[src/rtl/nec_rx_pkg.sv]
package nec_rx_pkg;

  typedef enum logic [2:0] {
    ST_IDLE      = 3'd0,
    ST_LDR_LOW   = 3'd1,
    ST_LDR_SPACE = 3'd2,
    ST_BIT_BURST = 3'd3,
    ST_BIT_SPACE = 3'd4,
    ST_DONE      = 3'd5
  } rx_state_e;

  // lower edge of a +/-20% window, rounded up
  function automatic int unsigned win_lo(input int unsigned nom);
    return (nom * 4 + 4) / 5;
  endfunction

  // upper edge of a +/-20% window, rounded down
  function automatic int unsigned win_hi(input int unsigned nom);
    return (nom * 6) / 5;
  endfunction

  function automatic int unsigned max2(input int unsigned a, input int unsigned b);
    return (a > b) ? a : b;
  endfunction

endpackage

[src/rtl/nec_rx_edge.sv]
module nec_rx_edge #(
  parameter int unsigned SYNC_STAGES = 2
) (
  input  logic clk,
  input  logic rst_n,
  input  logic ir_n_i,
  output logic fall_o,
  output logic rise_o
);

  logic [SYNC_STAGES-1:0] sync_q;
  logic                   prev_q;

  // idle line is high, so every stage resets to one
  always_ff @(posedge clk or negedge rst_n) begin
    if (!rst_n) sync_q[0] <= 1'b1;
    else        sync_q[0] <= ir_n_i;
  end

  genvar g;
  generate
    for (g = 1; g < SYNC_STAGES; g++) begin : g_sync
      always_ff @(posedge clk or negedge rst_n) begin
        if (!rst_n) sync_q[g] <= 1'b1;
        else        sync_q[g] <= sync_q[g-1];
      end
    end
  endgenerate

  always_ff @(posedge clk or negedge rst_n) begin
    if (!rst_n) prev_q <= 1'b1;
    else        prev_q <= sync_q[SYNC_STAGES-1];
  end

  assign fall_o =  prev_q & ~sync_q[SYNC_STAGES-1];
  assign rise_o = ~prev_q &  sync_q[SYNC_STAGES-1];

  // a settled line cannot fall on two consecutive cycles
  assert_fall_spacing_R1: assert property (@(posedge clk) disable iff (!rst_n)
    fall_o |=> !fall_o);

endmodule

[src/rtl/nec_rx_tick.sv]
module nec_rx_tick #(
  parameter int unsigned CLK_PER_US = 10
) (
  input  logic clk,
  input  logic rst_n,
  output logic tick_o
);

  generate
    if (CLK_PER_US <= 1) begin : g_passthru
      logic run_q;
      always_ff @(posedge clk or negedge rst_n) begin
        if (!rst_n) run_q <= 1'b0;
        else        run_q <= 1'b1;
      end
      assign tick_o = run_q;
    end else begin : g_div
      localparam int unsigned DIV_W = $clog2(CLK_PER_US);
      localparam logic [DIV_W-1:0] DIV_LAST = DIV_W'(CLK_PER_US - 1);
      logic [DIV_W-1:0] div_q, div_d;
      logic             wrap;

      assign wrap = (div_q == DIV_LAST);

      always_comb begin
        div_d = wrap ? '0 : div_q + 1'b1;
      end

      always_ff @(posedge clk or negedge rst_n) begin
        if (!rst_n) div_q <= '0;
        else        div_q <= div_d;
      end

      assign tick_o = wrap;

      // one tick per CLK_PER_US cycles, never two in a row
      assert_tick_spacing_R1: assert property (@(posedge clk) disable iff (!rst_n)
        tick_o |=> !tick_o);
    end
  endgenerate

endmodule

[src/rtl/nec_rx_timer.sv]
module nec_rx_timer #(
  parameter int unsigned CNT_W   = 12,
  parameter int unsigned CNT_SAT = 4000
) (
  input  logic             clk,
  input  logic             rst_n,
  input  logic             tick_i,
  input  logic             fall_i,
  input  logic             rise_i,
  output logic [CNT_W-1:0] seg_o,
  output logic [CNT_W-1:0] per_o
);

  localparam logic [CNT_W-1:0] SAT = CNT_W'(CNT_SAT);

  logic [CNT_W-1:0] seg_q, seg_d;
  logic [CNT_W-1:0] per_q, per_d;
  logic             seg_clr;

  assign seg_clr = fall_i | rise_i;

  // seg: time since last edge of either kind; per: time since last falling edge
  always_comb begin
    seg_d = seg_q;
    per_d = per_q;
    if (seg_clr)                    seg_d = '0;
    else if (tick_i && seg_q != SAT) seg_d = seg_q + 1'b1;
    if (fall_i)                     per_d = '0;
    else if (tick_i && per_q != SAT) per_d = per_q + 1'b1;
  end

  always_ff @(posedge clk or negedge rst_n) begin
    if (!rst_n) begin
      seg_q <= '0;
      per_q <= '0;
    end else begin
      seg_q <= seg_d;
      per_q <= per_d;
    end
  end

  assign seg_o = seg_q;
  assign per_o = per_q;

  // the interval counter never wraps back to a small value without an edge
  assert_seg_no_wrap_R8: assert property (@(posedge clk) disable iff (!rst_n)
    (!$past(fall_i) && !$past(rise_i)) |-> (seg_q >= $past(seg_q)));

endmodule

[src/rtl/nec_rx_shift.sv]
module nec_rx_shift #(
  parameter int unsigned WORD_W = 32
) (
  input  logic              clk,
  input  logic              rst_n,
  input  logic              clr_i,
  input  logic              shift_i,
  input  logic              bit_i,
  output logic [WORD_W-1:0] word_next_o,
  output logic              last_o
);

  localparam int unsigned    CNT_W    = $clog2(WORD_W + 1);
  localparam logic [CNT_W-1:0] CNT_LAST = CNT_W'(WORD_W - 1);

  logic [WORD_W-1:0] word_q, word_d;
  logic [CNT_W-1:0]  cnt_q, cnt_d;

  // LSB first: new bits enter at the top and move down
  assign word_next_o = {bit_i, word_q[WORD_W-1:1]};
  assign last_o      = (cnt_q == CNT_LAST);

  always_comb begin
    word_d = word_q;
    cnt_d  = cnt_q;
    if (clr_i) begin
      word_d = '0;
      cnt_d  = '0;
    end else if (shift_i) begin
      word_d = word_next_o;
      cnt_d  = cnt_q + 1'b1;
    end
  end

  always_ff @(posedge clk or negedge rst_n) begin
    if (!rst_n) begin
      word_q <= '0;
      cnt_q  <= '0;
    end else begin
      word_q <= word_d;
      cnt_q  <= cnt_d;
    end
  end

  // bit count only steps by one or restarts at zero
  assert_count_step_R6: assert property (@(posedge clk) disable iff (!rst_n)
    (cnt_q != $past(cnt_q)) |-> ((cnt_q == $past(cnt_q) + 1'b1) || (cnt_q == '0)));

endmodule

[src/rtl/nec_ir_decoder.sv]
module nec_ir_decoder
  import nec_rx_pkg::*;
#(
  parameter int unsigned CLK_PER_US  = 10,
  parameter int unsigned LEADER_US   = 9000,
  parameter int unsigned LSPACE_US   = 4500,
  parameter int unsigned BURST_US    = 560,
  parameter int unsigned ZERO_US     = 1125,
  parameter int unsigned ONE_US      = 2250,
  parameter int unsigned TIMEOUT_US  = 3000,
  parameter int unsigned WORD_W      = 32,
  parameter int unsigned SYNC_STAGES = 2
) (
  input  logic              clk,
  input  logic              rst_n,
  input  logic              ir_n_i,
  output logic [WORD_W-1:0] frame_o,
  output logic              frame_valid_o,
  output logic              frame_err_o
);

  localparam int unsigned CNT_SAT = max2(max2(win_hi(LEADER_US), win_hi(LSPACE_US)),
                                         max2(win_hi(ONE_US), TIMEOUT_US)) + 2;
  localparam int unsigned CNT_W   = $clog2(CNT_SAT + 1);

  localparam logic [CNT_W-1:0] LDR_LO = CNT_W'(win_lo(LEADER_US));
  localparam logic [CNT_W-1:0] LDR_HI = CNT_W'(win_hi(LEADER_US));
  localparam logic [CNT_W-1:0] LSP_LO = CNT_W'(win_lo(LSPACE_US));
  localparam logic [CNT_W-1:0] LSP_HI = CNT_W'(win_hi(LSPACE_US));
  localparam logic [CNT_W-1:0] BRS_LO = CNT_W'(win_lo(BURST_US));
  localparam logic [CNT_W-1:0] BRS_HI = CNT_W'(win_hi(BURST_US));
  localparam logic [CNT_W-1:0] ZER_LO = CNT_W'(win_lo(ZERO_US));
  localparam logic [CNT_W-1:0] ZER_HI = CNT_W'(win_hi(ZERO_US));
  localparam logic [CNT_W-1:0] ONE_LO = CNT_W'(win_lo(ONE_US));
  localparam logic [CNT_W-1:0] ONE_HI = CNT_W'(win_hi(ONE_US));
  localparam logic [CNT_W-1:0] TMO    = CNT_W'(TIMEOUT_US);

  // reset: asserted asynchronously, released through two flops
  logic rst_meta_q, rst_q_n;
  always_ff @(posedge clk or negedge rst_n) begin
    if (!rst_n) begin
      rst_meta_q <= 1'b0;
      rst_q_n    <= 1'b0;
    end else begin
      rst_meta_q <= 1'b1;
      rst_q_n    <= rst_meta_q;
    end
  end

  logic             fall, rise, tick;
  logic [CNT_W-1:0] seg, per;
  logic             sh_clr, sh_shift, sh_bit, sh_last;
  logic [WORD_W-1:0] word_next;

  nec_rx_edge #(.SYNC_STAGES(SYNC_STAGES)) u_edge (
    .clk    (clk),
    .rst_n  (rst_q_n),
    .ir_n_i (ir_n_i),
    .fall_o (fall),
    .rise_o (rise)
  );

  nec_rx_tick #(.CLK_PER_US(CLK_PER_US)) u_tick (
    .clk    (clk),
    .rst_n  (rst_q_n),
    .tick_o (tick)
  );

  nec_rx_timer #(.CNT_W(CNT_W), .CNT_SAT(CNT_SAT)) u_timer (
    .clk    (clk),
    .rst_n  (rst_q_n),
    .tick_i (tick),
    .fall_i (fall),
    .rise_i (rise),
    .seg_o  (seg),
    .per_o  (per)
  );

  nec_rx_shift #(.WORD_W(WORD_W)) u_shift (
    .clk         (clk),
    .rst_n       (rst_q_n),
    .clr_i       (sh_clr),
    .shift_i     (sh_shift),
    .bit_i       (sh_bit),
    .word_next_o (word_next),
    .last_o      (sh_last)
  );

  rx_state_e         state_q, state_d;
  logic              err_q, err_d;
  logic [WORD_W-1:0] data_q, data_d;
  logic              abort;

  logic seg_ldr_ok, seg_lsp_ok, seg_brs_ok, per_zero, per_one;
  assign seg_ldr_ok = (seg >= LDR_LO) && (seg <= LDR_HI);
  assign seg_lsp_ok = (seg >= LSP_LO) && (seg <= LSP_HI);
  assign seg_brs_ok = (seg >= BRS_LO) && (seg <= BRS_HI);
  assign per_zero   = (per >= ZER_LO) && (per <= ZER_HI);
  assign per_one    = (per >= ONE_LO) && (per <= ONE_HI);

  always_comb begin
    state_d  = state_q;
    abort    = 1'b0;
    sh_clr   = 1'b0;
    sh_shift = 1'b0;
    sh_bit   = 1'b0;
    unique case (state_q)
      ST_IDLE: begin
        if (fall) state_d = ST_LDR_LOW;
      end
      ST_LDR_LOW: begin
        if (rise)                state_d = seg_ldr_ok ? ST_LDR_SPACE : ST_IDLE;
        else if (seg > LDR_HI)   state_d = ST_IDLE;
      end
      ST_LDR_SPACE: begin
        if (fall) begin
          if (seg_lsp_ok) begin
            state_d = ST_BIT_BURST;
            sh_clr  = 1'b1;
          end else begin
            abort = 1'b1;
          end
        end else if (seg > LSP_HI) begin
          abort = 1'b1;
        end
      end
      ST_BIT_BURST: begin
        if (rise) begin
          if (seg_brs_ok) state_d = ST_BIT_SPACE;
          else            abort   = 1'b1;
        end else if (seg > TMO) begin
          abort = 1'b1;
        end
      end
      ST_BIT_SPACE: begin
        if (fall) begin
          if (per_zero || per_one) begin
            sh_shift = 1'b1;
            sh_bit   = per_one;
            state_d  = sh_last ? ST_DONE : ST_BIT_BURST;
          end else begin
            abort = 1'b1;
          end
        end else if (seg > TMO) begin
          abort = 1'b1;
        end
      end
      ST_DONE: state_d = ST_IDLE;
      default: state_d = ST_IDLE;
    endcase
    if (abort) state_d = ST_IDLE;
  end

  always_comb begin
    err_d  = abort;
    data_d = data_q;
    if (sh_shift && sh_last) data_d = word_next;
  end

  always_ff @(posedge clk or negedge rst_q_n) begin
    if (!rst_q_n) begin
      state_q <= ST_IDLE;
      err_q   <= 1'b0;
      data_q  <= '0;
    end else begin
      state_q <= state_d;
      err_q   <= err_d;
      data_q  <= data_d;
    end
  end

  assign frame_o       = data_q;
  assign frame_valid_o = (state_q == ST_DONE);
  assign frame_err_o   = err_q;

  // completion and error never coincide
  assert_valid_err_excl_R9: assert property (@(posedge clk) disable iff (!rst_q_n)
    !(frame_valid_o && frame_err_o));

  // strobe lasts one cycle
  assert_valid_pulse_R7: assert property (@(posedge clk) disable iff (!rst_q_n)
    frame_valid_o |=> !frame_valid_o);

  // completion only follows a bit space that was closed by a falling edge
  assert_valid_source_R7: assert property (@(posedge clk) disable iff (!rst_q_n)
    frame_valid_o |-> ($past(state_q) == ST_BIT_SPACE));

  // output word moves only together with the strobe
  assert_data_hold_R7: assert property (@(posedge clk) disable iff (!rst_q_n)
    !$stable(frame_o) |-> frame_valid_o);

  // errors only come from states after an accepted leader burst
  assert_err_source_R8: assert property (@(posedge clk) disable iff (!rst_q_n)
    frame_err_o |-> ($past(state_q) inside {ST_LDR_SPACE, ST_BIT_BURST, ST_BIT_SPACE}));

  // no data-phase state outlives the silence limit
  assert_timeout_bound_R8: assert property (@(posedge clk) disable iff (!rst_q_n)
    (state_q inside {ST_BIT_BURST, ST_BIT_SPACE}) |-> (seg <= TMO + 1'b1));

  // leader burst timing is only entered from idle
  assert_leader_entry_R2: assert property (@(posedge clk) disable iff (!rst_q_n)
    ((state_q == ST_LDR_LOW) && ($past(state_q) != ST_LDR_LOW)) |-> ($past(state_q) == ST_IDLE));

endmodule

[config.mk]
export PLATFORM = sky130hd
export DESIGN_NAME = nec_ir_decoder
export DESIGN_NICKNAME = d
export VERILOG_FILES = /design/src/rtl/nec_rx_pkg.sv /design/src/rtl/nec_rx_edge.sv /design/src/rtl/nec_rx_tick.sv /design/src/rtl/nec_rx_timer.sv /design/src/rtl/nec_rx_shift.sv /design/src/rtl/nec_ir_decoder.sv
export SDC_FILE = /design/constraint.sdc
export NUM_CORES = 1
export LEC_CHECK = 0
export BUFFER_PORTS_ARGS = -buffer_cell sky130_fd_sc_hd__buf_4
export CORE_MARGIN = 5
export CORE_UTILIZATION = 55
export CTS_CLUSTER_SIZE = 10
export DETAILED_ROUTE_END_ITERATION = 8
export PLACE_DENSITY = 0.76
export SYNTH_ARGS = -nofsm -noshare
export SYNTH_HDL_FRONTEND = slang
export SYNTH_SLANG_ARGS = --single-unit
[constraint.sdc]
create_clock -name clk -period 3.2 [get_ports clk]
set_input_delay 0.64 -clock clk [delete_from_list [all_inputs] [get_ports clk]]
set_output_delay 0.64 -clock clk [all_outputs]
set_load 0.02 [all_outputs]
# Word level (Yosys, flattened, before mapping)
# Cells that the tools add are included.
word_totals:
  reg_bits: 111
  inputBits: 3
op_classes:
  n_eq_ne: 17
  n_reduce_logical: 14
  n_addsub: 4
  n_bitwise: 5
  n_mux: 40
  order_cmp: 13
ops:
  columns: ["op", "n"]
  rows:
  - ["2-to-1 mux 32 bit", 2]
  - ["2-to-1 mux 14 bit", 4]
  - ["2-to-1 mux 3 bit", 11]
  - ["adder 14 x 1 -> 14 bit, second input constant", 2]
  - ["inequality test 14 bit, second input constant", 2]
  - ["2-to-1 mux 1 bit", 17]
  - ["case mux 3 bit (5 select lines)", 1]
  - [">= comparator 14 x 10 -> 1 bit, second input constant", 1]
  - [">= comparator 14 x 11 -> 1 bit, second input constant", 1]
  - [">= comparator 14 x 12 -> 1 bit, second input constant", 1]
  - [">= comparator 14 x 13 -> 1 bit, second input constant", 1]
  - [">= comparator 14 x 9 -> 1 bit, second input constant", 1]
  - ["greater-than comparator 14 x 12 -> 1 bit, second input constant", 1]
  - ["greater-than comparator 14 x 13 -> 1 bit, second input constant", 1]
  - ["greater-than comparator 14 bit, second input constant", 1]
  - ["<= comparator 14 x 10 -> 1 bit, second input constant", 1]
  - ["<= comparator 14 x 11 -> 1 bit, second input constant", 1]
  - ["<= comparator 14 x 12 -> 1 bit, second input constant", 1]
  - ["<= comparator 14 x 13 -> 1 bit, second input constant", 1]
  - ["<= comparator 14 bit, second input constant", 1]
  - ["2-to-1 mux 6 bit", 2]
  - ["inequality test 3 x 2 -> 1 bit, second input constant", 4]
  - ["inequality test 3 bit, second input constant", 3]
  - ["logical AND 1 bit", 8]
  - ["other kinds (18)", 24]

# Logic depth before layout (Yosys ltp)
depth:
  depth_word: 8
  ltp_mapped: 9
  mapped_depth_nobuf: 8

# Modules after synthesis
# From an unflattened synthesis, not the netlist that was laid out.
unflattened:
  hier_cells: 488
  area_unflattened_um2: 5432.7
by_module_without_submodules:
  columns: ["module", "instances", "area_each_um2", "cells_per_inst"]
  rows:
  - ["nec_ir_decoder", 1, 2142.1, 180]
  - ["nec_rx_shift", 1, 1532.7, 128]
  - ["nec_rx_timer", 1, 1492.7, 160]
  - ["nec_rx_tick", 1, 171.4, 15]
  - ["nec_rx_edge", 1, 93.8, 5]

# Worst setup path after synthesis
# OpenSTA, ideal clock, no wires.
synth_path:
  path_type: "reg-to-reg"
  startpoint: "register u_timer.per_q[10] (netlist: u_timer.per_o[10])"
  endpoint: "register data_q[0] (netlist: frame_o[0])"
  setup_time_ns: 0.125
  arrival_ns: 2.184
  stages_incl_launch_ff: 9
  n_path_buf: 2
  synth_period_minus_slack_ns: 2.308
  setup_slack_ns: 0.892
  cell_sequence: "dfrtp_1 -> buf_6 -> and4b_1 -> a21oi_1 -> or4b_1 -> o21a_2 -> nor3_4 -> buf_6 -> mux2_2"
synth_between:
  elab_chain_cells: 7
synth_rtl:
  columns: ["element", "line", "rtl"]
  rows:
  - ["start: declaration", "nec_rx_timer.sv:17", "logic [CNT_W-1:0] per_q, per_d;"]
  - ["start signal: assignment", "nec_rx_timer.sv:38", "per_q <= per_d;"]
  - [">= comparator 14 x 10 -> 1 bit, or another cell as far along", "nec_ir_decoder.sv:98", "assign per_zero = (per >= ZER_LO) && (per <= ZER_HI);"]
  - ["logical AND 1 bit, on equally long branches", "nec_ir_decoder.sv:98, nec_ir_decoder.sv:99", null]
  - ["logical OR 1 bit *", "nec_ir_decoder.sv:137", "if (per_zero || per_one) begin"]
  - ["2-to-1 mux 1 bit *", "nec_ir_decoder.sv:137", null]
  - ["2-to-1 mux 1 bit *", "nec_ir_decoder.sv:136", "if (fall) begin"]
  - ["2-to-1 mux 1 bit *", "nec_ir_decoder.sv:107", "unique case (state_q)"]
  - ["logical AND 1 bit *", "nec_ir_decoder.sv:157", "if (sh_shift && sh_last) data_d = word_next;"]
  - ["end signal: assignment", "nec_ir_decoder.sv:168", "data_q <= data_d;"]
  - ["end: declaration", "nec_ir_decoder.sv:91", "logic [WORD_W-1:0] data_q, data_d;"]
# Every way passes the cells marked *; elsewhere a longest branch is shown, timed or not.
# A chain may end at the register's enable or synchronous reset.

# Final worst setup path
layout_path:
  startpoint: "register u_timer.per_q[8] (netlist: u_timer.per_o[8])"
  endpoint: "register u_shift.word_q[24]"
layout_between:
  elab_chain_cells: 7
layout_rtl:
  columns: ["element", "line", "rtl"]
  rows:
  - [">= comparator 14 x 10 -> 1 bit, or another cell as far along", "nec_ir_decoder.sv:98", null]
  - ["logical AND 1 bit, on equally long branches", "nec_ir_decoder.sv:98, nec_ir_decoder.sv:99", null]
  - ["logical OR 1 bit *", "nec_ir_decoder.sv:137", null]
  - ["2-to-1 mux 1 bit *", "nec_ir_decoder.sv:137", null]
  - ["2-to-1 mux 1 bit *", "nec_ir_decoder.sv:136", null]
  - ["2-to-1 mux 1 bit *", "nec_ir_decoder.sv:107", null]
  - ["nonzero test 2 bit (no source line) *", null, null]
  - ["end signal: assignment", "nec_rx_shift.sv:40", "word_q <= word_d;"]
  - ["end: declaration", "nec_rx_shift.sv:16", "logic [WORD_W-1:0] word_q, word_d;"]
# Marked as above.

==> flow_summary.json <==
{
  "status": "completed",
  "die-area_um2": 12400,
  "finalNetCount": 584,
  "clk_pin_slew_ns": 0.11,
  "synth_area_leaders": "dfrtp_1 (47%), mux2_2 (6.4%), nand3_1 (4.1%)",
  "dp_hpwl_mm": 7.66,
  "drtIter0Drc": 294,
  "setup_violations": 0,
  "clk-insertion-delay-late_ns": 0.38,
  "coreArea_um2": 10200,
  "p_seq_share_pct": 61.8,
  "rsz0062_at_grt": "no",
  "drc": 0,
  "grt_pass1_wl_mm": 19.9,
  "portBuffers": 36,
  "worstPathMaxFanout": 22,
  "power_mw": 2.31,
  "place_congestion": 0.855,
  "syn_to_final_growth_pct": 8.77,
  "hold_path.class": "in -> reg",
  "ios": 37,
  "cts_made_buffers": 9,
  "first_global_vias": 4137,
  "ys_top_cells_by_count": "dfrtp_1 (107), nand3_1 (46), a21oi_1 (45)",
  "synth.largest_area_cell": "dfrtp_1",
  "yosysWarnings": 0,
  "cts-root-buf": "clkbuf_8",
  "postLayoutCoreUtil_pct": 60.5,
  "rr_worst_depth": 7,
  "switching_share_pct": 25.3,
  "cp_top_family": "compound AO/OA/AOI/OAI gates",
  "cts_tree": "done",
  "fin_crit_sh_pct": 80.8,
  "fin_hold_ws_ns": 0.357,
  "worst_pin_slew_ns": 1.06,
  "final_cells": 713,
  "pwr-share-comb_pct": 2.2,
  "syn_inst": 561,
  "cp-end-kind": "flop",
  "cp_slowest_cell": "o21ai_2",
  "syn-num-nets": 573,
  "initial_utilization_pct": 55.6,
  "worstPathCellList": "and4bb_2 > o311a_1 > o31a_1 > o21ai_2 > buf_4 > nand3_1 > a21oi_1",
  "via_count": 4288,
  "async_flop_share_pct": 100,
  "pwr-share-clk_pct": 36.0,
  "fillerInstances": 867,
  "finalHoldViolCount": 0,
  "die_h_um": 111,
  "min_path_cells": 1,
  "detail_route.wl_per_cell_um": 16.0,
  "syn_area_um2": 5660,
  "final.setup.tns_ns": 0,
  "finish.instance_area_um2": 6160,
  "slew_headroom_pct": 29.0,
  "grt_usage_pct": 18.9,
  "crit_buf_inv": 1,
  "cts_max_level": 3,
  "drive_above_1_share_pct": 20.1,
  "synthFlopType": "dfrtp_1",
  "synth-edff-count": 0,
  "p_int_mw": 1.73,
  "routed_wl_mm": 11.4,
  "clockBufferDepth": 2,
  "die_w_um": 111,
  "arrival_ns": 2.89,
  "syn_area_per_cell_um2": 10.1,
  "path_depth": 7,
  "fin_worst_skew_ns": 0.0155,
  "fin_crit_ns": 2.59,
  "max-vdd-ir-drop_mv": 0.216,
  "antenna_cells": 0,
  "slew_viol_final": 0,
  "crit_type": "reg -> reg",
  "power_leakage_nw": 2.72,
  "rows": 37,
  "vias_per_cell": 6.01,
  "antenna_found_initial": 0,
  "cts_resized": 0,
  "critPathMaxStageDelay_ns": 0.58,
  "placed_area_um2": 5950,
  "netlist-cell-type-count": 63,
  "clock.fmax_mhz": 387,
  "setup.worst_path.start_class": "flop",
  "clock_sinks": 110,
  "dr.pass1.iters": 5,
  "cellPowerDensity_nw_per_um2": 375,
  "ant_nets": 0,
  "drv_cap": 0,
  "ys_seq_area_share_pct": 48.7,
  "synth.most_common_cell": "dfrtp_1",
  "cp_data_required_time_ns": 3.50,
  "grt_max_degree": 87,
  "synth_seq_cells": 110,
  "p_switching_mw": 0.585,
  "grt_overflow": 0,
  "fin_ws_ns": 0.614,
  "synth_top_area_share_pct": 47.3,
  "pre_cts_ws_ns": 0.669,
  "dp.cells": 696
}
## power groups by stage
stage	logic, mW	clock network [mW]	registers, mW
after floorplan	0.0383	0	1.45
after global placement	0.0495	0	1.46
after detailed placement	0.0511	0	1.46
after CTS	0.0514	0.848	1.43
after global routing	0.0590	0.902	1.44
final	0.0519	0.831	1.43
## path summary, 6_finish.rpt
path / slack [ns] / start / to
worst max-delay path: 0.61 / u_timer.per_o[8] / u_shift.word_q[24]
worst min register to register: 0.36 / rst_meta_q / rst_q_n
max in group asynchronous: 1.86 / rst_q_n / frame_o[26]
worst max register to register: 0.61 / u_timer.per_o[8] / u_shift.word_q[24]
min in group asynchronous: 0.52 / rst_q_n / u_timer.per_o[8]
worst min-delay path: 0.36 / ir_n_i / u_edge.sync_q[0]
## worst reg2reg max path, stage by stage (launching register included)
cell	delay, ns
dfrtp_1	0.55
and4bb_2	0.31
o311a_1	0.12
o31a_1	0.29
o21ai_2	0.58
buf_4	0.38
nand3_1	0.13
a21oi_1	0.16
## layer usage
metal / GRT usage [%] / part of all wire, % / up-vias
li1: - / - / 2040
met1: 26.3 / 46 / 2115
met2: 30.2 / 48 / 114
met3: 3.37 / 4.4 / 19
met4: 6.08 / 1.5 / 0
met5: 0 / 0 / -
## timing repair
item	4_1_cts	5_1_grt
endpoints found under the hold margin	0	2
setup buffers	0	0
hold buffers	0	1
endpoints found under the setup margin	0	0
## kinds of logic (layout without fill, tap and decap cells)
group	after synthesis	count (layout)	share of synthesized area, %
adders and majority gates	9	9	1.99
AOI/OAI and AO/OA	127	127	13.7
other	1	1	0.0662
xor gates and xnor gates	24	24	3.71
and+or+nand+nor	188	188	19.3
DFF	110	110	48.7
muxes	36	36	7.07
buffers and inverters	66	82	5.48
## registers in the layout (all words and copies together), names as in the netlist, 2 cells and up
signal and count:
u_tick.g_div.div_q 4, u_edge.sync_q 2, u_shift.cnt_q 6, u_shift.word_q 31, state_q 3, u_timer.seg_o 14
frame_o 32, u_timer.per_o 14
## cells in the final DEF, fill, tap and decap left out, types with 11 or more instances in the layout
cell type  Yosys  final
inv_1         19     19
nand3_1       46     46
nand4_1       11     11
mux2_2        32     32
dfrtp_1      107    106
nor2_1        26     25
buf_4          1     46
a21oi_1       45     45
and2_1        19     19
xnor2_1       20     20
nand2_1       17     17
o21ai_0       44     43
## area by class of cell
type | instances | area, um2 | share of cell area [%]
tap | 136 | 170 | 2.76
timing repair buffer | 47 | 355 | 5.77
multi-input combinational | 385 | 2600 | 42.3
clock buffer | 9 | 124 | 2.01
inverter | 19 | 71.3 | 1.16
clock inverter | 7 | 76.3 | 1.24
sequential | 110 | 2760 | 44.8
Note: power is estimated with default switching activity, not from simulation.
